[config.mk]
export PLATFORM = sky130hd
export DESIGN_NAME = mem_reorder_sched
export DESIGN_NICKNAME = d
export VERILOG_FILES = /design/src/rtl/mem_reorder_sched.sv
export SDC_FILE = /design/constraint.sdc
export NUM_CORES = 1
export LEC_CHECK = 0
export BUFFER_PORTS_ARGS = -buffer_cell sky130_fd_sc_hd__buf_2
export CAP_MARGIN = 20
export CELL_PAD_IN_SITES_DETAIL_PLACEMENT = 1
export CELL_PAD_IN_SITES_GLOBAL_PLACEMENT = 2
export CORE_AREA = 8 8 268 270
export DETAILED_ROUTE_END_ITERATION = 7
export DIE_AREA = 0 0 276 278
export GPL_ROUTABILITY_DRIVEN = 0
export PLACE_DENSITY_LB_ADDON = 0.1
export SLEW_MARGIN = 20
export SYNTH_ARGS = -nofsm -noshare
export SYNTH_HDL_FRONTEND = slang
export SYNTH_SLANG_ARGS = --single-unit
[constraint.sdc]
create_clock -name clk -period 12.78 [get_ports clk]
set_clock_uncertainty 0.2 [all_clocks]
set_input_delay 2.556 -clock clk [delete_from_list [all_inputs] [get_ports clk]]
set_output_delay 2.556 -clock clk [all_outputs]
set_load 0.03 [all_outputs]
[src/rtl/mem_reorder_sched.sv]
module mem_reorder_sched #(
  parameter int NREQ  = 4,
  parameter int AW    = 16,
  parameter int DW    = 16,
  parameter int DEPTH = 8,
  parameter int NBANK = 16,
  parameter int BURST = 4
) (
  input  logic                       clk,
  input  logic                       rst_n,
  input  logic                       req_valid,
  output logic                       req_ready,
  input  logic [$clog2(NREQ)-1:0]    req_id,
  input  logic                       req_wr,
  input  logic [AW-1:0]              req_addr,
  input  logic [DW-1:0]              req_wdata,
  input  logic [NBANK-1:0]           bank_busy,
  output logic                       iss_valid,
  output logic                       iss_wr,
  output logic [AW-1:0]              iss_addr,
  output logic [DW-1:0]              iss_wdata,
  output logic [$clog2(DEPTH)-1:0]   iss_tag,
  input  logic                       cpl_valid,
  input  logic [$clog2(DEPTH)-1:0]   cpl_tag,
  input  logic [DW-1:0]              cpl_data,
  output logic [NREQ-1:0]            rsp_valid,
  output logic [NREQ*DW-1:0]         rsp_data
);
  localparam int IDW = $clog2(NREQ);
  localparam int QW  = $clog2(DEPTH);
  localparam int BW  = $clog2(NBANK);
  localparam int SW  = QW + 1;
  localparam int CW  = $clog2(BURST + 1);
  localparam int OW  = QW + 1;
  localparam logic [1:0] S_FREE = 2'd0, S_PEND = 2'd1, S_WAIT = 2'd2, S_DONE = 2'd3;

  logic [1:0]       st     [DEPTH];
  logic [IDW-1:0]   e_id   [DEPTH];
  logic [AW-1:0]    e_addr [DEPTH];
  logic [DW-1:0]    e_data [DEPTH];
  logic [SW-1:0]    e_seq  [DEPTH];
  logic [DEPTH-1:0] elder  [DEPTH];  // elder[i][j]: entry j arrived before entry i
  logic [DEPTH-1:0] e_wr;
  logic [SW-1:0]    wseq   [NREQ];
  logic [SW-1:0]    nseq   [NREQ];
  logic [CW-1:0]    wcnt;

  logic [DEPTH-1:0] fr, pend, elig, rd_el, wr_el, cand;
  logic [QW-1:0]    alloc, pick;
  logic             found, use_wr, burst_on;
  logic [NREQ-1:0]  dl;
  logic [QW-1:0]    dl_idx [NREQ];

  always_comb begin
    alloc = '0;
    found = 1'b0;
    for (int i = DEPTH - 1; i >= 0; i--) begin
      fr[i]   = st[i] == S_FREE;
      pend[i] = st[i] == S_PEND;
      if (st[i] == S_FREE) begin
        alloc = QW'(i);
        found = 1'b1;
      end
    end
  end
  assign req_ready = found;

  always_comb begin
    for (int i = 0; i < DEPTH; i++) begin
      elig[i] = pend[i] && !bank_busy[e_addr[i][BW-1:0]];
      for (int j = 0; j < DEPTH; j++)
        if (pend[j] && elder[i][j] && e_addr[j][BW-1:0] == e_addr[i][BW-1:0])
          elig[i] = 1'b0;
    end
  end

  assign rd_el    = elig & ~e_wr;
  assign wr_el    = elig & e_wr;
  assign burst_on = (wcnt != '0) && (wcnt != CW'(BURST));
  assign use_wr   = |wr_el && (burst_on || !(|rd_el));
  assign cand     = use_wr ? wr_el : rd_el;

  always_comb begin
    pick = '0;
    for (int i = 0; i < DEPTH; i++)
      if (cand[i] && !(|(cand & elder[i]))) pick = QW'(i);
  end

  assign iss_valid = |cand;
  assign iss_wr    = use_wr;
  assign iss_addr  = e_addr[pick];
  assign iss_wdata = e_data[pick];
  assign iss_tag   = pick;

  always_comb begin
    for (int r = 0; r < NREQ; r++) begin
      dl[r]     = 1'b0;
      dl_idx[r] = '0;
      for (int i = 0; i < DEPTH; i++)
        if (st[i] == S_DONE && e_id[i] == IDW'(r) && e_seq[i] == nseq[r]) begin
          dl[r]     = 1'b1;
          dl_idx[r] = QW'(i);
        end
      rsp_data[r*DW +: DW] = e_data[dl_idx[r]];
    end
  end
  assign rsp_valid = dl;

  always_ff @(posedge clk or negedge rst_n) begin
    if (!rst_n) begin
      for (int i = 0; i < DEPTH; i++) begin
        st[i]    <= S_FREE;
        elder[i] <= '0;
      end
      for (int r = 0; r < NREQ; r++) begin
        wseq[r] <= '0;
        nseq[r] <= '0;
      end
      wcnt <= '0;
    end else begin
      if (req_valid && found) begin
        st[alloc]     <= S_PEND;
        e_id[alloc]   <= req_id;
        e_wr[alloc]   <= req_wr;
        e_addr[alloc] <= req_addr;
        e_data[alloc] <= req_wdata;
        e_seq[alloc]  <= wseq[req_id];
        for (int i = 0; i < DEPTH; i++) elder[i][alloc] <= 1'b0;
        elder[alloc] <= ~fr;
        if (!req_wr) wseq[req_id] <= wseq[req_id] + 1'b1;
      end
      if (|cand) begin
        st[pick] <= use_wr ? S_FREE : S_WAIT;
        wcnt     <= use_wr ? ((wcnt == CW'(BURST)) ? CW'(1) : wcnt + 1'b1) : '0;
      end
      if (cpl_valid) begin
        st[cpl_tag]     <= S_DONE;
        e_data[cpl_tag] <= cpl_data;
      end
      for (int r = 0; r < NREQ; r++)
        if (dl[r]) begin
          st[dl_idx[r]] <= S_FREE;
          nseq[r]       <= nseq[r] + 1'b1;
        end
    end
  end

  logic [CW:0] wrun;
  logic [OW-1:0] occ;
  always_ff @(posedge clk or negedge rst_n) begin
    if (!rst_n) begin
      wrun <= '0;
      occ  <= '0;
    end else begin
      if (iss_valid && !iss_wr) wrun <= '0;
      else if (iss_valid && iss_wr && |rd_el) wrun <= wrun + 1'b1;
      occ <= occ + OW'(req_valid && req_ready) - OW'(iss_valid && iss_wr)
                 - OW'($countones(rsp_valid));
    end
  end

  AST_BANK_IDLE: assert property (@(posedge clk) disable iff (!rst_n)
    iss_valid |-> !bank_busy[iss_addr[BW-1:0]]);
  AST_BURST_CAP: assert property (@(posedge clk) disable iff (!rst_n)
    iss_valid && iss_wr && |rd_el |-> wrun < (CW+1)'(BURST));
  AST_CPL_OUTSTANDING: assert property (@(posedge clk) disable iff (!rst_n)
    cpl_valid |-> st[cpl_tag] == S_WAIT);
  AST_NO_OVERFLOW: assert property (@(posedge clk) disable iff (!rst_n)
    occ <= OW'(DEPTH));
  AST_FULL_READY: assert property (@(posedge clk) disable iff (!rst_n)
    !req_ready |-> occ == OW'(DEPTH));
endmodule

### Word level (Yosys, flattened, before mapping)

Memory sizes are Yosys's and may differ from the RTL's.
Index checks and enable logic that the tools add are counted.
Widths: inputs -> output; s select.

* bits in registers: 123
* bits in latches: 0
* memory bits (writable): 304
* ROM bits: 0
* input bits: 74
* output and inout port bits: 106
* word-level logic and storage cells: 697
* memories kept: 4

Memory list
* e_addr: words 8, bits a word 16, rd ports 9, clocked after Yosys merged registers in 0, wr ports 1, line 39 `logic [AW-1:0] e_addr [DEPTH];`
* e_data: words 8, bits a word 16, rd ports 5, clocked after Yosys merged registers in 0, wr ports 2, line 40 `logic [DW-1:0] e_data [DEPTH];`
* e_seq: words 8, bits a word 4, rd ports 8, clocked after Yosys merged registers in 0, wr ports 1, line 41 `logic [SW-1:0] e_seq [DEPTH];`
* e_id: words 8, bits a word 2, rd ports 8, clocked after Yosys merged registers in 0, wr ports 1, line 38 `logic [IDW-1:0] e_id [DEPTH];`

* add/sub/neg operators: 6
* multipliers: 0
* div/mod/pow operators: 0
* $lt $le $gt $ge: 26
* equality and inequality tests: 130
* shift operators: 0
* multiplexer cells: 205
* bitwise operators: 41
* reductions and logical operators: 259

Operator list (count)
* $eq 4x4->1: 88
* $logic_and 1x1->1: 213
* $and 8x8->8: 18
* $mux 1: 122
* $mux 3: 40
* $mux 16: 7
* $reduce_or 8->1: 10
* $and 16x16->16: 4
* $bwmux 64: 1
* $not 16->16: 4
* $eq 2x2->1 const B: 24
* $demux 2 s3: 7
* $lt 4x5->1 const B: 8
* $bmux 1 s4: 8
* $bwmux 16: 2
* $eq 2x1->1 const B: 16
* $logic_not 2->1: 16
* $not 8->8: 4
* $ge 4x4->1 const B: 7
* $lt 4x1->1 const B: 7
* $not 3->4: 7
* $demux 8 s3: 1
* $add 4x1->4 const B: 5
* $logic_not 1->1: 16
* other kinds (21): 32

### Longest topological paths before layout

Gate-level depths: netlist (run 1).
An unclocked memory read counts as a cell.

* word-level depth: 47
* mapped depth: 20

### Worst setup path before layout (run 1)

OpenSTA, ideal clock, no wires.

* path kind: input to output
* from: input bank_busy[15]
* to: output iss_addr[13]
* data arrival time: 6.611 ns
* required time: 10.024 ns
* path slack: 3.413 ns
* cell stages on the path: 19
* path buffers: 4
* path through: clkbuf_1 -> mux2i_1 -> nand3_1 -> nand4b_1 -> and4b_1 -> and4_4 -> buf_6 -> or4_4 -> or3_1 -> buf_6 -> nand2_4 -> inv_4 -> or3_1 -> a221o_2 -> o21ai_4 -> nor3b_2 -> buf_6 -> a222oi_1 -> nand4_1

* word-level cells in the longest chain between the ends: 30

Ends and longest elaborated chain
* from (decl): line 17 `input logic [NBANK-1:0] bank_busy,`
* $bmux 1 s4: line 70 `elig[i] = pend[i] && !bank_busy[e_addr[i][BW-1:0]];`
* $mux 1 (implied by the code): line 70
* $logic_not 1->1: line 70
* $logic_and 1x1->1: line 70
* $mux 1 (8 in series): line 72 `if (pend[j] && elder[i][j] && e_addr[j][BW-1:0] == e_addr[i][BW-1:0])`
* $and 8x8->8: line 77 `assign rd_el = elig & ~e_wr;`
* $reduce_or 8->1
* $logic_not 1->1: line 80 `assign use_wr = |wr_el && (burst_on || !(|rd_el));`
* (+2 left out)
* named net iss_wr: line 19 `output logic iss_wr,`
* (+1 left out)
* $and 8x8->8: line 86 `if (cand[i] && !(|(cand & elder[i]))) pick = QW'(i);`
* $reduce_or 8->1: line 86
* $logic_not 1->1: line 86
* $logic_and 1x1->1: line 86
* $mux 1: line 86
* $mux 3 (5 in series): line 86
* $mux 3 (*): line 86
* $mem_v2 8x16 (*)
* to (decl): line 20 `output logic [AW-1:0] iss_addr,`

The timed path passes the listed nets; every way through them passes the cells marked *. The select of a mux whose other input is x is not followed.

### Worst setup path after layout (run 1)

* from: input bank_busy[9]
* to: output iss_addr[4]

* word-level cells in the longest chain between the ends: 30

Ends and longest elaborated chain (line)
* $bmux 1 s4: 70
* $mux 1 (implied by the code): 70
* $logic_not 1->1: 70
* $logic_and 1x1->1: 70
* $mux 1 (8 in series): 72
* $and 8x8->8: 77
* $reduce_or 8->1
* $logic_not 1->1: 80
* (+3 left out)
* $and 8x8->8: 86
* $reduce_or 8->1: 86
* $logic_not 1->1: 86
* $logic_and 1x1->1: 86
* $mux 1: 86
* $mux 3 (5 in series): 86
* $mux 3 (*): 86
* $mem_v2 8x16 (*)

Every way passes the cells marked *; elsewhere a longest branch is shown, timed or not. The select of a mux whose other input is x is not followed.

==> results of run 1 <==
==> per-stage QoR <==
stage          setup WS [ns]  cells
6_report               1.202   3515
5_1_grt                1.099   3515
4_1_cts                1.254   3515
3_5_place_dp           1.282   3423
3_3_place_gp           1.480   3423
2_1_floorplan          3.413   2478
==> cell usage after synthesis, types with 42 or more instances <==
master,instances
dfrtp_1,115
mux4_2,54
clkbuf_1,116
nand3_1,60
a222oi_1,61
mux2i_1,127
nand4_1,51
mux2_2,151
nor4_1,55
buf_2,42
o21ai_0,50
edfxtp_1,312
nor2_1,211
xnor2_1,80
xor2_1,177
nand2_1,205
a22oi_1,45
==> registers in the layout, summed over array words and instances, names as in the netlist, named ones only <==
signal  flops
e_seq      32
e_id       16
elder      56
e_addr    128
e_data    128
wcnt        3
wseq       16
e_wr        8
nseq       16
st         16
==> worst min-delay path by stage <==
| stage | slack [ns] | depth (start not counted) | startpoint | endpoint |
|---|---|---|---|---|
| after detailed placement | 0.26 | 1 | register | register |
| after global placement | 0.26 | 2 | wseq[0] | wseq[0] |
| after CTS | 0.28 | 1 | register | register |
| final | 0.29 | 1 | register | register |
| after floorplan | 0.24 | 1 | register | register |
| after global routing | 0.31 | 1 | register | register |
==> cell type report <==
cell class                 count  area share, %
clock buffer                  58          4.147
timing repair buffer         249          4.661
clock inverter                34          1.336
inverter                      27         0.3361
multi-input combinational   1838          46.31
tap                          882          3.572
sequential                   427          39.64
==> layout by cell type, fill, tap and decap left out, types with 50 or more instances in the layout <==
cell       count
mux4_2        54
a222oi_1      61
nand4_1       51
buf_2        178
nor2_1       205
buf_4         69
dfrtp_1      115
xnor2_1       80
nor4_1        54
nand2_1      204
o21ai_0       50
clkbuf_16     50
xor2_1       177
nand3_1       60
mux2_2       151
edfxtp_1     312
mux2i_1      127
==> metal layers <==
| metal | vias to the layer above | GRT usage [%] | share of wire [%] |
|---|---|---|---|
| li1 | 9807 | - | - |
| met1 | 12015 | 38.09 | 40 |
| met2 | 1243 | 49.61 | 47 |
| met3 | 362 | 4.556 | 7.5 |
| met4 | 8 | 14.54 | 5.2 |
| met5 | - | 0 | 0.046 |
==> report_power, final <==
part           switching [mW]  internal (mW)  total, mW
clock                   0.619          0.884       1.50
combinational            1.84          0.909       2.75
sequential              0.427           1.72       2.15
total                    2.88           3.51       6.39
==> cells by family (layout without fill, tap and decap cells) <==
group,Yosys count,in the layout
mux,333,333
buf+inv,213,368
fa+ha+maj,8,8
xor+xnor,257,257
simple gates,775,775
flops,427,427
compound gates,465,465
==> critical path, delay by kind of cell <==
| kind | cells | cell delay [ns] |
|---|---|---|
| AO/OA/AOI/OAI | 5 | 2.60 |
| AND/OR/NAND/NOR | 7 | 1.97 |
| multiplexers | 2 | 0.54 |
| buffers and inverters | 5 | 1.12 |
==> results.yml, run 1 <==
timing:
  setup_viol: 0
  slew_headroom_pct: 19.31
  tightest_slew_ns: 1.206
  setup_tns_ns: 0
  fin_crit_ns: 11.58
  slew_viol_final: 0
  hold_viol: 0
  worst_hold_slack_ns: 0.2875
  rsz0062_at_grt: "false"
  period_share_pct: 90.60
  fmax_ghz: 0.08637
power_and_ir_drop:
  p_leak_nw: 12.07
  p_per_area_nw_per_um2: 207.0
  finalPower_mw: 6.395
  irDropWorstVdd_v: 0.0001644
yosys:
  synth_cells: 2478
  yosysTopAreaCell: "edfxtp_1"
  synth_top_family_by_area: "multiplexers"
  synth-simple-area-share_pct: 14.12
  yosys_warnings: 0
  synth_xor_area_share_pct: 8.240
  synth_edf_count: 312
  synth_top_area_share_pct: 34.30
  async_flop_share_pct: 26.93
  syn-cell-area_um2: 27320
  synth_compound_area_share_pct: 13.59
  synthAdderAreaFrac_pct: 0.3664
  synth_cell_types: 91
  avgSynthCellArea_um2: 11.02
  ys_seq_elements: 427
  synth.net_count: 2560
  yosysSeqAreaShare_pct: 44.83
  synthTopCellsByArea: "edfxtp_1 34%, dfrtp_1 11%, mux2_2 6.2%"
  synthMuxAreaShare_pct: 15.37
  synth_flop_cell: "edfxtp_1"
min_path:
  hold_path_class: "reg -> reg"
worst_setup_path:
  reg2reg_from: "e_addr[7][1]"
  cp_max_fo: 21
  crit_path_start: "bank_busy[9]"
  cp_data_required_time_ns: 10.02
  max_stage_delay_ns: 0.90
  setup.worst_path.start_class: "input port"
  worstPathArrival_ns: 8.82
  crit_type: "in -> out"
  cp_slowest_cell: "a21oi_4"
  crit_chain: "buf_2 -> mux2_2 -> o21ai_0 -> a311oi_1 -> nor4bb_1 -> and4b_1 -> or4_1 -> o21ai_2 -> nand2_4 -> inv_4 -> mux2i_1 -> and3b_1 -> a211o_1 -> a21oi_4 -> buf_4 -> buf_4 -> nand3_1 -> nand4_1 -> buf_2"
  timing.rr.end: "st[9]"
  end_kind: "primary output"
  crit_end: "iss_addr[4]"
  worst-r2r-setup-slack_ns: 5.50
  r2r_cells: 16
grt:
  grt_overflow: 0
  grt_pass1_wl_mm: 171.7
  antenna_found_initial: 6
  grt_usage_pct: 29.90
  grt_max_degree: 84
  grt_pass1_vias: 24156
final_layout:
  seq_area_um2: 12250
  synthToLayoutAreaGrowth_pct: 13.10
  post-route-util_pct: 45.60
  multi_input_area_um2: 14310
  drive_gt1_share_pct: 22.03
  diodes: 0
  nFillCells: 7304
  final_nets: 2675
  fin_area_um2: 30890
floorplanning:
  rows: 96
  io_pins: 180
  dieArea_um2: 76730
  die_h_um: 278
  die-width_um: 276
  initial_core_util_pct: 40.32
  core_area_um2: 67750
route:
  drc: 0
  detail-route-antenna-nets: 0
  dr_total_vias: 23435
  finalWirelength_mm: 119.6
  wire_per_inst_um: 34.02
  drt_iter0_drc: 2875
  dr.pass1.iters: 7
  viasPerCell: 6.667
cts:
  cts.repair.resized: 0
  clock_latency_ns: 0.63
  postCtsHoldBufs: 0
  max-clock-path-buffers: 3
  cts.clk_slew.worst_paths_ns: 0.06
  cts_tree: "built"
  cts.sinks: 427
  ctsHtreeMaxLevel: 2
  cts_root_buf: "clkbuf_16"
  cts_buffers: 50
  cts_setup_buffers: 0
outcome:
  status: "finished clean"
placed_design:
  place_area_um2: 29190
  place_hpwl_mm: 80.86
  port_buffers: 179
run:
  max_cap_violations: 0
Power figures use the tool's default switching activity.
==> run 2: changes to the inputs <==
==> constraint.sdc (replaced) <==
create_clock -name clk -period 11.35 [get_ports clk]
set_clock_uncertainty 0.2 [all_clocks]
set_input_delay 2.27 -clock clk [delete_from_list [all_inputs] [get_ports clk]]
set_output_delay 2.27 -clock clk [all_outputs]
set_load 0.03 [all_outputs]
==> run 2 against run 1 <==
Effect of this change: power up 11%; die area unchanged; final area about the same; wire length up 0.31%; register-to-register slack worse by 1.0 ns; sequential power up 12%; first-iteration DRC count down 6.4%; non-clock buffer count up 9; combinational power up 14%; worst setup slack worse by 0.26 ns; clock power up 5%; count of clock-buffer cells in the layout up 16; critical endpoint is now iss_addr[1]; largest cell class unchanged; highest routed layer unchanged.
==> results.yml, run 2 (same netlist as run 1, synthesis figures left out) <==
power_and_ir_drop:
  p_sw_share_pct: 45.79
  clkPwrFrac_pct: 22.0
  p_leak_nw: 12.05
  intPower_mw: 3.861
  power_frac_seq_pct: 33.8
  irDropWorstVdd_v: 0.0001638
  pwr-share-comb_pct: 44.1
  p_per_area_nw_per_um2: 230.4
  p_switching_mw: 3.261
placed_design:
  place_area_um2: 29310
  place_hpwl_mm: 79.90
  placed_cells: 3432
  port_buffers: 179
timing:
  fmax_ghz: 0.09612
  period_share_pct: 91.67
  tightest_slew_ns: 1.087
  fin_crit_ns: 10.40
  hold_viol: 0
  setup_tns_ns: 0
  slew_viol_final: 0
  slew_headroom_pct: 27.20
  worst_hold_slack_ns: 0.2899
  setup_viol: 0
  rsz0062_at_grt: "false"
cts:
  cts_setup_buffers: 0
  ctsHtreeMaxLevel: 2
  postCtsHoldBufs: 0
  cts.clk_slew.worst_paths_ns: 0.06
  cts_buffers: 50
  clock_latency_ns: 0.63
  cts.repair.resized: 0
  cts.sinks: 427
  cts_root_buf: "clkbuf_16"
  cts_tree: "built"
  max-clock-path-buffers: 3
worst_setup_path:
  crit_type: "in -> out"
  setup.worst_path.start_class: "input port"
  end_kind: "primary output"
  cp_max_fo: 31
  cp_data_required_time_ns: 8.88
  worstPathArrival_ns: 7.93
final_layout:
  post-route-util_pct: 45.63
  fin_area_um2: 30910
  drive_gt1_share_pct: 22.35
  final_cells: 3530
  synthToLayoutAreaGrowth_pct: 13.17
  final_cell_mix: "312 x edfxtp_1, 205 x nor2_1, 203 x nand2_1, 178 x buf_2, 177 x xor2_1"
  final_nets: 2684
  layout_commonest_cell: "edfxtp_1"
  top_regs: "e_addr: 128 flops, e_data: 128 flops, elder: 56 flops"
min_path:
  hold_path_class: "reg -> reg"
grt:
  grt_overflow: 0
  grt_usage_pct: 30.14
  grt_pass1_wl_mm: 173.6
  antenna_found_initial: 5
  grt_pass1_vias: 24339
  grt_max_degree: 81
outcome:
  status: "finished clean"
floorplanning:
  initial_core_util_pct: 40.32
  die_h_um: 278
  dieArea_um2: 76730
  core_area_um2: 67750
  io_pins: 180
  die-width_um: 276
  rows: 96
route:
  viasPerCell: 6.627
  finalWirelength_mm: 120.0
  dr.pass1.iters: 8
  drc: 0
  drt_iter0_drc: 2690
  wire_per_inst_um: 33.99
  dr_total_vias: 23393
  detail-route-antenna-nets: 0
run:
  max_cap_violations: 0
==> run 2: final cells by class <==
class | instances | area [µm²]
fillers | 7326 | 36830
multi-input cells | 1838 | 14310
flip-flops and latches | 427 | 12250
repair buffers | 258 | 1553
clock buffers | 74 | 1423
well taps | 882 | 1104
clock inverters | 20 | 168.9
inverters | 27 | 103.9
diodes | 4 | 10.01
==> run 2: path summary, 6_finish.rpt <==
path                       slack, ns           to          start  cells past startpoint
hold / removal                  0.29      wseq[0]        wseq[0]                      2
setup reg to reg                4.47       st[11]   e_addr[7][1]                     17
min in group asynchronous       1.51      wseq[0]          rst_n                      1
hold reg to reg                 0.29      wseq[0]        wseq[0]                      2
setup / recovery                0.95  iss_addr[1]  bank_busy[14]                     19
max in group asynchronous       8.14    elder[60]          rst_n                      2
==> run 2: stage by stage <==
stage	setup slack [ns]	power, mW
detailed placement	1.010	5.550
floorplan	2.555	4.239
CTS	1.013	7.133
finish	0.9459	7.122
global placement	1.145	5.462
global route	0.8884	7.406
==> run 2: worst max-delay path, cell delays in order <==
cell      delay, ns
buf_2          0.15
mux4_2         0.25
nor2_1         0.04
a311oi_1       0.66
nor3_1         0.14
and3_1         0.33
or4_4          0.57
or3_1          0.56
nand2_4        0.29
inv_4          0.10
or3_1          0.38
a221o_2        0.53
nand3b_4       0.12
buf_4          0.50
nor2_4         0.03
buf_4          0.34
nand3_1        0.16
nand4_1        0.21
buf_2          0.26
==> run 2: power by group through the flow <==
stage,Sequential (mW),Clock [mW],Combinational (mW)
after floorplan,2.10,0,2.14
final,2.41,1.57,3.14
after global routing,2.42,1.65,3.33
after CTS,2.40,1.60,3.14
after detailed placement,2.43,0,3.12
after global placement,2.41,0,3.05
==> run 2: layer usage <==
layer | vias up | global-route usage [%] | part of all wire (%)
met3 | 325 | 4.363 | 7.3
met1 | 12064 | 38.52 | 40
met4 | 2 | 13.78 | 5.0
met5 | - | 0 | 0.012
met2 | 1170 | 50.48 | 48
li1 | 9832 | - | -
